==> config.mk <==
export PLATFORM = sky130hd
export DESIGN_NAME = serial_regfile
export DESIGN_NICKNAME = d
export VERILOG_FILES = /design/src/rtl/srf_pkg.sv /design/src/rtl/srf_rx_hold.sv /design/src/rtl/srf_ident.sv /design/src/rtl/srf_tx_slot.sv /design/src/rtl/serial_regfile.sv
export SDC_FILE = /design/constraint.sdc
export NUM_CORES = 1
export LEC_CHECK = 0
export ABC_AREA = 1
export BUFFER_PORTS_ARGS = -buffer_cell sky130_fd_sc_hd__buf_2
export CORE_AREA = 3 3 75 77
export DETAILED_ROUTE_END_ITERATION = 12
export DIE_AREA = 0 0 78 80
export HOLD_SLACK_MARGIN = 0.1
export PLACE_DENSITY = 0.86
export SLEW_MARGIN = 0
export SYNTH_ARGS = -nofsm -noshare
export SYNTH_HDL_FRONTEND = slang
export SYNTH_HIERARCHICAL = 1
export SYNTH_SLANG_ARGS = --single-unit
==> constraint.sdc <==
create_clock -name clk -period 2.15 [get_ports clk]
set_input_delay 0.3225 -clock clk [delete_from_list [all_inputs] [get_ports clk]]
set_output_delay 0.3225 -clock clk [all_outputs]
set_load 0.02 [all_outputs]
==> src/rtl/srf_pkg.sv <==
package srf_pkg;
  localparam int ADDR_W = 3;

  localparam logic [ADDR_W-1:0] A_DATA = 3'd0;
  localparam logic [ADDR_W-1:0] A_IEN  = 3'd1;
  localparam logic [ADDR_W-1:0] A_IDENT = 3'd2;
  localparam logic [ADDR_W-1:0] A_LCTL = 3'd3;
  localparam logic [ADDR_W-1:0] A_MCTL = 3'd4;
  localparam logic [ADDR_W-1:0] A_LSTAT = 3'd5;
  localparam logic [ADDR_W-1:0] A_MSTAT = 3'd6;
  localparam logic [ADDR_W-1:0] A_SCRATCH = 3'd7;

  // identification cause bits
  localparam int ID_IDLE = 0;
  localparam int ID_TX   = 1;
  localparam int ID_RX   = 2;

  // fixed status patterns
  localparam logic [7:0] LSTAT_FIXED = 8'h60;
  localparam logic [7:0] MSTAT_FIXED = 8'hB0;

  typedef enum logic {ST_IDLE, ST_TXWAIT} cpu_st_t;
endpackage

==> src/rtl/srf_rx_hold.sv <==
module srf_rx_hold #(
  parameter int DW = 8
) (
  input  logic          clk,
  input  logic          rst,
  input  logic          in_valid,
  input  logic [DW-1:0] in_data,
  input  logic          take,
  output logic          in_ready,
  output logic          load,
  output logic          full_q,
  output logic [DW-1:0] byte_q
);
  assign in_ready = ~full_q;
  assign load     = in_valid & ~full_q;

  always_ff @(posedge clk) begin
    if (rst) begin
      full_q <= 1'b0;
      byte_q <= '0;
    end else begin
      if (take && full_q) begin
        full_q <= 1'b0;
        byte_q <= '0;
      end
      if (load) begin
        full_q <= 1'b1;
        byte_q <= in_data;
      end
    end
  end

  // a held byte survives until the processor takes it
  p_hold_r4: assert property (@(posedge clk) disable iff (rst)
    full_q && !take |=> full_q && $stable(byte_q));
  // an offered byte with room is captured
  p_capture_r3: assert property (@(posedge clk) disable iff (rst)
    in_valid && in_ready |=> full_q && byte_q == $past(in_data));
endmodule

==> src/rtl/srf_ident.sv <==
module srf_ident #(
  parameter int DW = 8
) (
  input  logic          clk,
  input  logic          rst,
  input  logic          rd_data,
  input  logic          rd_ident,
  input  logic          rx_set,
  input  logic          tx_set,
  output logic [DW-1:0] ident_q
);
  import srf_pkg::*;

  logic [DW-1:0] ident_n;

  always_comb begin
    ident_n = ident_q;
    if (rd_data)  ident_n[ID_RX] = 1'b0;
    if (rd_ident) ident_n[ID_TX] = 1'b0;
    if ((rd_data || rd_ident) && ident_n == '0) ident_n[ID_IDLE] = 1'b1;
    if (rx_set) begin
      ident_n[ID_RX]   = 1'b1;
      ident_n[ID_IDLE] = 1'b0;
    end
    if (tx_set) begin
      ident_n[ID_TX]   = 1'b1;
      ident_n[ID_IDLE] = 1'b0;
    end
  end

  always_ff @(posedge clk) begin
    if (rst) ident_q <= DW'(1);
    else     ident_q <= ident_n;
  end

  // a cause bit set always implies pending is flagged
  p_pending_r8: assert property (@(posedge clk) disable iff (rst)
    (ident_q[ID_TX] || ident_q[ID_RX]) |-> !ident_q[ID_IDLE]);
  // a data read without a concurrent load drops the receive cause
  p_rxclr_r6: assert property (@(posedge clk) disable iff (rst)
    rd_data && !rx_set |=> !ident_q[ID_RX]);
  // an identification read without a concurrent transfer drops the transmit cause
  p_txclr_r7: assert property (@(posedge clk) disable iff (rst)
    rd_ident && !tx_set |=> !ident_q[ID_TX]);
endmodule

==> src/rtl/srf_tx_slot.sv <==
module srf_tx_slot #(
  parameter int DW = 8
) (
  input  logic          clk,
  input  logic          rst,
  input  logic          start,
  input  logic [DW-1:0] start_data,
  input  logic          out_ready,
  output logic          out_valid,
  output logic [DW-1:0] out_data,
  output logic          done
);
  assign done = out_valid & out_ready;

  always_ff @(posedge clk) begin
    if (rst) begin
      out_valid <= 1'b0;
      out_data  <= '0;
    end else if (start) begin
      out_valid <= 1'b1;
      out_data  <= start_data;
    end else if (done) begin
      out_valid <= 1'b0;
    end
  end

  // a stalled byte stays on the stream unchanged
  p_stall_r5: assert property (@(posedge clk) disable iff (rst)
    out_valid && !out_ready |=> out_valid && $stable(out_data));
endmodule

==> src/rtl/serial_regfile.sv <==
module serial_regfile #(
  parameter int DW = 8
) (
  input  logic                   clk,
  input  logic                   rst,
  input  logic                   cpu_req,
  input  logic                   cpu_we,
  input  logic [srf_pkg::ADDR_W-1:0] cpu_addr,
  input  logic [DW-1:0]          cpu_wdata,
  output logic                   cpu_ack,
  output logic [DW-1:0]          cpu_rdata,
  output logic                   cpu_rd_err,
  input  logic                   rx_valid,
  input  logic [DW-1:0]          rx_data,
  output logic                   rx_ready,
  output logic                   tx_valid,
  output logic [DW-1:0]          tx_data,
  input  logic                   tx_ready,
  output logic                   irq
);
  import srf_pkg::*;

  cpu_st_t       st_q;
  logic [DW-1:0] ien_q, lctl_q, mctl_q, scr_q;
  logic [DW-1:0] ident_q, held_q, rd_mux;
  logic          full_q, rx_load, tx_done;
  logic          go, rd_go, rd_data, rd_ident, tx_start;

  assign go       = cpu_req && !cpu_ack && (st_q == ST_IDLE);
  assign rd_go    = go && !cpu_we;
  assign rd_data  = rd_go && (cpu_addr == A_DATA);
  assign rd_ident = rd_go && (cpu_addr == A_IDENT);
  assign tx_start = go && cpu_we && (cpu_addr == A_DATA);

  srf_rx_hold #(.DW(DW)) u_rx (
    .clk(clk), .rst(rst), .in_valid(rx_valid), .in_data(rx_data),
    .take(rd_data), .in_ready(rx_ready), .load(rx_load),
    .full_q(full_q), .byte_q(held_q)
  );

  srf_ident #(.DW(DW)) u_id (
    .clk(clk), .rst(rst), .rd_data(rd_data), .rd_ident(rd_ident),
    .rx_set(rx_load && ien_q[0]), .tx_set(tx_done && ien_q[1]),
    .ident_q(ident_q)
  );

  srf_tx_slot #(.DW(DW)) u_tx (
    .clk(clk), .rst(rst), .start(tx_start), .start_data(cpu_wdata),
    .out_ready(tx_ready), .out_valid(tx_valid), .out_data(tx_data),
    .done(tx_done)
  );

  always_comb begin
    case (cpu_addr)
      A_DATA:  rd_mux = held_q;
      A_IEN:   rd_mux = ien_q;
      A_IDENT: rd_mux = ident_q;
      A_LCTL:  rd_mux = lctl_q;
      A_MCTL:  rd_mux = mctl_q;
      A_LSTAT: rd_mux = DW'(LSTAT_FIXED) | DW'(full_q);
      A_MSTAT: rd_mux = DW'(MSTAT_FIXED);
      default: rd_mux = ~scr_q;
    endcase
  end

  always_ff @(posedge clk) begin
    if (rst) begin
      st_q       <= ST_IDLE;
      cpu_ack    <= 1'b0;
      cpu_rdata  <= '0;
      cpu_rd_err <= 1'b0;
      ien_q      <= '0;
      lctl_q     <= '0;
      mctl_q     <= '0;
      scr_q      <= '0;
    end else begin
      cpu_ack    <= 1'b0;
      cpu_rd_err <= 1'b0;
      case (st_q)
        ST_IDLE: if (go) begin
          if (tx_start) begin
            st_q <= ST_TXWAIT;
          end else begin
            cpu_ack <= 1'b1;
            if (!cpu_we) begin
              cpu_rdata  <= rd_mux;
              cpu_rd_err <= rd_data && !full_q;
            end else begin
              case (cpu_addr)
                A_IEN:     ien_q  <= cpu_wdata;
                A_LCTL:    lctl_q <= cpu_wdata;
                A_MCTL:    mctl_q <= cpu_wdata;
                A_SCRATCH: scr_q  <= cpu_wdata;
                default:   ;
              endcase
            end
          end
        end
        default: if (tx_done) begin
          cpu_ack <= 1'b1;
          st_q    <= ST_IDLE;
        end
      endcase
    end
  end

  assign irq = ~ident_q[0];

  // no acknowledge while the transmit byte is stalled
  p_noack_stall_r5: assert property (@(posedge clk) disable iff (rst)
    tx_valid && !tx_ready |=> !cpu_ack);
  // acknowledge is a single-cycle pulse
  p_ack_pulse_r12: assert property (@(posedge clk) disable iff (rst)
    cpu_ack |=> !cpu_ack);
  // error flag only accompanies an acknowledge
  p_err_ack_r6: assert property (@(posedge clk) disable iff (rst)
    cpu_rd_err |-> cpu_ack);
endmodule

==> flow_summary.yaml, run 1 <==
timing:
  fin_skew_ns: 0.00481
  setup_tns_ns: 0
  timing.fmax_mhz: 627
  rsz0062_at_grt: "false"
  finalMaxSlewViolations: 0
  fin_crit_sh_pct: 74.2
  hold_violations: 0
  setup-violations-final: 0
  fin_crit_ns: 1.59
yosys:
  synth_top_area_share_pct: 42.7
  yosysUniqueCellTypes: 27
  synth.mux.area_fraction_pct: 0
  synth-edff-count: 0
  yosys_warnings: 6
  synth_area_leader_cell: "dfxtp_1"
  synthCells: 425
  synthAdderAreaFrac_pct: 0
  synth_top_family_by_area: "simple AND/OR/NAND/NOR gates"
  yosys.area_share.simple_pct: 35.7
  ys_async_sr_fraction_pct: 0
  synth_flop_cell: "dfxtp_1"
  synth_most_common_cell: "nand2_1"
  ys_top_cells_by_area: "dfxtp_1, nand2_1, a21oi_1"
  synth_compound_area_share_pct: 12.6
  syn_area_per_cell_sq_um: 7.06
  ys_seq_elements: 64
  synthesis.area_sq_um: 3000
  synth_common_cells: "nand2_1, dfxtp_1, a21oi_1, nor2_1, nand3_1"
  ys_seq_area_share_pct: 42.7
  synthXorXnorAreaFrac_pct: 0
clock_network:
  htreeDepth: 3
  cts_buffers: 9
  cts.sinks: 64
  tritoncts: "yes"
  post_cts_buffers: 0
  clock_path_buffers: 2
  clk_pin_slew_ns: 0.07
  post_cts_resized: 0
  clockRootBuffer: "clkbuf_8"
  cts_hold_buf: 0
  clock_latency_ns: 0.35
die:
  initial_utilization_pct: 59.1
  num_rows: 26
  die_height_um: 80
  ioPinCount: 46
  fp.dieArea_sq_um: 6240
  core-area_sq_um: 5070
  die_x_um: 78
power:
  p_leak_uw: 0.00150
  ir_worst_vdd_mv: 0.451
  cellPowerDensity_nw_per_um2: 706
  p_seq_share_pct: 51.6
  p_switching_uw: 658
  combPwrFrac_pct: 9.7
  p_sw_share_pct: 27.6
  clkPwrFrac_pct: 38.6
  internal_power_uw: 1730
global_route:
  grt_pass1_vias: 2618
  grt_pass1_wl_um: 12100
  grt.overflow.total: 0
  antenna_found_initial: 0
  track_usage_pct: 24.9
  grt_max_degree: 34
worst_setup_path:
  crit_fanout: 9
  slowest_delay_ns: 0.35
  required_ns: 2.39
  end_kind: "flop"
  slowest_stage: "dfxtp_1"
  critical_path_class: "flop to flop"
  path_cells: "nor3b_4 > nand2_4 > inv_2 > nand2_1 > inv_1 > inv_2 > nor2_1 > nor2_1"
  setup.worst_path.start_class: "flop"
  arrival_ns: 1.83
cells_and_area:
  layout-drive-gt1-share_pct: 19.3
  multiInputGateArea_sq_um: 1470
  syn_to_final_growth_pct: 12.7
  final_util_pct: 66.6
  nFillCells: 451
  diodes: 0
  seq_area_sq_um: 1280
  design_area_sq_um: 3380
  final_nets: 491
drt:
  vias: 2884
  drt_iter0_drc: 228
  routedWlPerCell_um: 13.5
  ant_nets: 0
  routed_wl_um: 7290
  drtPass1Iterations: 5
  drc: 0
  vias_per_cell: 5.33
place:
  post-dp-hpwl_um: 5330
  port-buffer-count: 45
  post_dp_cell_area_sq_um: 3210
  finalWeightedCongestion: 0.932
job:
  max_cap_viol_count: 0
status:
  outcome: "finished clean"
min_path:
  min_path_type: "primary input to flop"
## power by group through the flow
stage                     Combinational [uW]  Sequential, uW  Clock, uW
after floorplan                          158            1260          0
after global placement                   226            1260          0
after detailed placement                 230            1260          0
after CTS                                231            1230        933
after global routing                     260            1230        981
final                                    232            1230        922
## layout by cell type, fill, tap and decap left out
cell	instances
nand2_1	139
dfxtp_1	64
a21oi_1	61
buf_2	45
nor2_1	34
nand3_1	24
inv_1	23
nand4_1	18
clkbuf_8	10
inv_2	9
o21ai_0	9
nand2_2	5
conb_1	5
nor2_4	4
a21oi_2	3
clkinvlp_4	3
nand2_4	2
clkinv_2	2
buf_4	2
nor3b_4	1
nor2_8	1
nor3_4	1
nand3_4	1
clkinv_1	1
nor4_1	1
clkinv_4	1
clkbuf_1	1
nand3_2	1
## cells by family after synthesis
family,after synthesis
other,1
DFF,64
and+or+nand+nor,232
buffers and inverters,55
AOI/OAI and AO/OA,73
## final timing paths
kind	startpoint	end	slack [ns]	depth (start not counted)
min	rx_data[7]	u_rx/byte_q[7]	0.22	3
max	st_q	u_tx/out_data[7]	0.56	8
max reg2reg	st_q	u_tx/out_data[7]	0.56	8
min reg2reg	cpu_rdata[3]	cpu_rdata[3]	0.46	2
## worst max-delay path, delay by kind of cell, from the launching register on
family | cells | cell delay [ns]
simple gates | 5 | 0.71
buf+inv | 3 | 0.41
flops | 1 | 0.35
## final cells by class
cell class                      instances  area share [%]
Clock inverter                          5           0.962
Timing Repair Buffer                   47            7.11
Multi-Input combinational cell        310            43.3
Sequential cell                        64            37.9
Inverter                               34            3.92
Clock buffer                           11            4.18
Tap cell                               70            2.59
## per-stage QoR
step / setup slack (ns) / std cells / hold WS [ns] / total power (uW)
global placement: 0.373 / 525 / 0.449 / 1480
CTS: 0.541 / 541 / 0.215 / 2390
detailed placement: 0.327 / 525 / 0.453 / 1490
global route: 0.455 / 541 / 0.230 / 2470
floorplan: 0.610 / 429 / 0.385 / 1420
finish: 0.555 / 541 / 0.220 / 2390
## sequential cells by signal (all words and copies together), names as in the netlist
register / count
u_tx/out_valid: 1
cpu_ack: 1
u_id/ident_q: 3
u_tx/out_data: 8
cpu_rdata: 8
cpu_rd_err: 1
ien_q: 8
lctl_q: 8
u_rx/full_q: 1
u_rx/byte_q: 8
scr_q: 8
mctl_q: 8
st_q: 1
## metal layers
metal / vias up / track usage (%) / share of wire [%] / routed length [um]
li1: 1452 / - / - / -
met1: 1308 / 32.0 / 45 / 3280
met2: 97 / 39.5 / 45 / 3300
met3: 27 / 5.76 / 6.5 / 475
met4: 0 / 12.1 / 3.3 / 237
met5: - / 0 / 0 / 0
No activity file was read; power rests on OpenSTA's default activity.
==> inputs of run 2 (changes only) <==
ABC_AREA = 0   (was 1)
CORE_AREA = 3 3 77 79   (was 3 3 75 77)
DIE_AREA = 0 0 80 82   (was 0 0 78 80)
PLACE_DENSITY = 0.81   (was 0.86)
clock period = 1.7 ns   (was 2.15 ns; I/O delays follow)
==> run 2 against run 1 <==
  * Register-to-register slack got worse by 0.45 ns
  * Global-route usage fell by 3.4 points
  * Clock power rose by 46%
  * Hold slack worse by 0.051 ns
  * Critical path type unchanged
  * Critical path depth shrank 2
  * Area after synthesis shrank 1.3%
  * Utilization decreased by 0.95 points
  * Power is 37% higher
  * Clock-buffer cell count rose by 1
==> flow_summary.yaml, run 2 <==
timing:
  hold_violations: 0
  slew_headroom_pct: 63.7
  timing.fmax_mhz: 629
  fin_ws_ns: 0.109
  whs_ns: 0.169
  worstMarginPinSlew_ns: 0.545
  fin_crit_sh_pct: 93.6
  finalMaxSlewViolations: 0
  setup-violations-final: 0
  fin_crit_ns: 1.59
  fin_skew_ns: 0.00594
job:
  max_cap_viol_count: 0
cells_and_area:
  final_nets: 384
  layout_common_cells: "dfxtp_1, nor2_1, mux2i_1, buf_2, buf_4"
  final_util_pct: 65.7
  diodes: 0
  syn_to_final_growth_pct: 19.9
  final_common_cell: "dfxtp_1"
  multiInputGateArea_sq_um: 1530
  layout-drive-gt1-share_pct: 27.5
  seq_area_sq_um: 1280
  nFillCells: 418
power:
  cellPowerDensity_nw_per_um2: 920
  internal_power_uw: 2470
  clkPwrFrac_pct: 41.2
  ir_worst_vdd_mv: 0.531
  p_seq_share_pct: 48.0
  p_sw_share_pct: 24.3
  p_leak_uw: 0.00153
  combPwrFrac_pct: 10.8
  p_switching_uw: 794
yosys:
  synth_most_common_cell: "dfxtp_1"
  synth-edff-count: 0
  synth_flop_cell: "dfxtp_1"
  synth_common_cells: "dfxtp_1, nor2_1, mux2i_1, a21oi_1, buf_4"
  yosys_warnings: 6
  ys_seq_area_share_pct: 43.3
  syn_area_per_cell_sq_um: 9.71
  synthCells: 305
  synthesis.area_sq_um: 2960
  synth_top_area_share_pct: 43.3
  yosysUniqueCellTypes: 52
  synth_area_leader_cell: "dfxtp_1"
  ys_top_cells_by_area: "dfxtp_1, mux2i_1, nor2_1"
  ys_async_sr_fraction_pct: 0
  ys_seq_elements: 64
drt:
  drtPass1Iterations: 4
  vias: 2365
  vias_per_cell: 5.44
  routed_wl_um: 6690
  drc: 0
  routedWlPerCell_um: 15.4
  dr_wl_met3_um: 294
  ant_nets: 0
  wl_met1_um: 3090
  drt_iter0_drc: 211
  top_layer_used: "met4"
  met2_length_um: 3280
clock_network:
  post_cts_buffers: 0
  clk_pin_slew_ns: 0.07
  clock_latency_ns: 0.34
  clock_path_buffers: 2
  clockRootBuffer: "clkbuf_8"
  cts.sinks: 64
  cts_buffers: 9
  htreeDepth: 3
  tritoncts: "yes"
  cts_hold_buf: 0
  post_cts_resized: 0
min_path:
  min_path_type: "primary input to flop"
global_route:
  grt_pass1_wl_um: 10700
  antenna_found_initial: 0
  grt_max_degree: 36
  grt_pass1_vias: 2210
  track_usage_pct: 21.5
  grt.overflow.total: 0
worst_setup_path:
  ff2ff_setup_slack_ns: 0.11
  arrival_ns: 1.84
  required_ns: 1.95
  critical_path_class: "flop to flop"
  setup.worst_path.start_class: "flop"
  end_kind: "flop"
  crit_fanout: 4
place:
  port-buffer-count: 45
  finalWeightedCongestion: 0.837
  post-place-ws_ns: 0.0417
  post-dp-hpwl_um: 4690
die:
  die_x_um: 80
  core-area_sq_um: 5410
  fp.dieArea_sq_um: 6560
  die_height_um: 82
  num_rows: 27
  initial_utilization_pct: 54.8
  ioPinCount: 46
status:
  outcome: "finished clean"
-- run 2: worst max-delay path: stages, from the launching register on --
cell and delay [ns]:
dfxtp_1 0.38, nor3b_4 0.28, nand2b_1 0.14, nor4_2 0.24, nand2b_4 0.20, a221oi_2 0.05
o31ai_1 0.20
-- run 2: layer usage --
layer | track usage [%] | vias up
met5 | 0 | -
met1 | 27.7 | 1135
met3 | 5.26 | 4
met2 | 34.5 | 56
met4 | 8.95 | 0
li1 | - | 1170
-- run 2: layout make-up --
cell class                 count  share of cell area [%]
clock buffer                  12                    4.65
sequential                    64                    36.1
multi-input combinational    210                    43.1
clock inverter                 3                    1.13
timing repair buffer          64                    11.4
inverter                      10                    1.06
tap                           72                    2.54
-- run 2: stage by stage --
step / std cells / total power (uW) / TNS [ns] / instance area, sq um
2_1_floorplan: 309 / 1820 / 0 / 2980
3_3_place_gp: 420 / 1930 / 0 / 3310
3_5_place_dp: 420 / 1940 / 0 / 3310
4_1_cts: 435 / 3280 / 0 / 3510
5_1_grt: 435 / 3390 / -0.0313 / 3550
6_report: 435 / 3270 / 0 / 3550
-- run 2: cell families (layout without fill, tap and decap cells) --
logic type	count (synthesis)	after routing	synth area share, %
flops	64	64	43.3
mux	51	51	18.3
simple gates	106	106	19.7
other cells	1	5	0.127
buf+inv	35	89	6.93
compound gates	48	48	11.7
-- run 2: final timing paths --
path              start               to  cells after the start
max reg2reg     cpu_ack  u_id/ident_q[0]                      6
max             cpu_ack  u_id/ident_q[0]                      6
min          rx_data[6]   u_rx/byte_q[6]                      3
min reg2reg    scr_q[3]     cpu_rdata[3]                      1
-- run 2: power groups by stage --
| stage | registers, uW | clock network, uW | logic (uW) |
|---|---|---|---|
| after global placement | 1600 | 0 | 334 |
| after global routing | 1570 | 1440 | 384 |
| after CTS | 1570 | 1370 | 343 |
| after floorplan | 1610 | 0 | 212 |
| final | 1570 | 1350 | 353 |
| after detailed placement | 1600 | 0 | 339 |
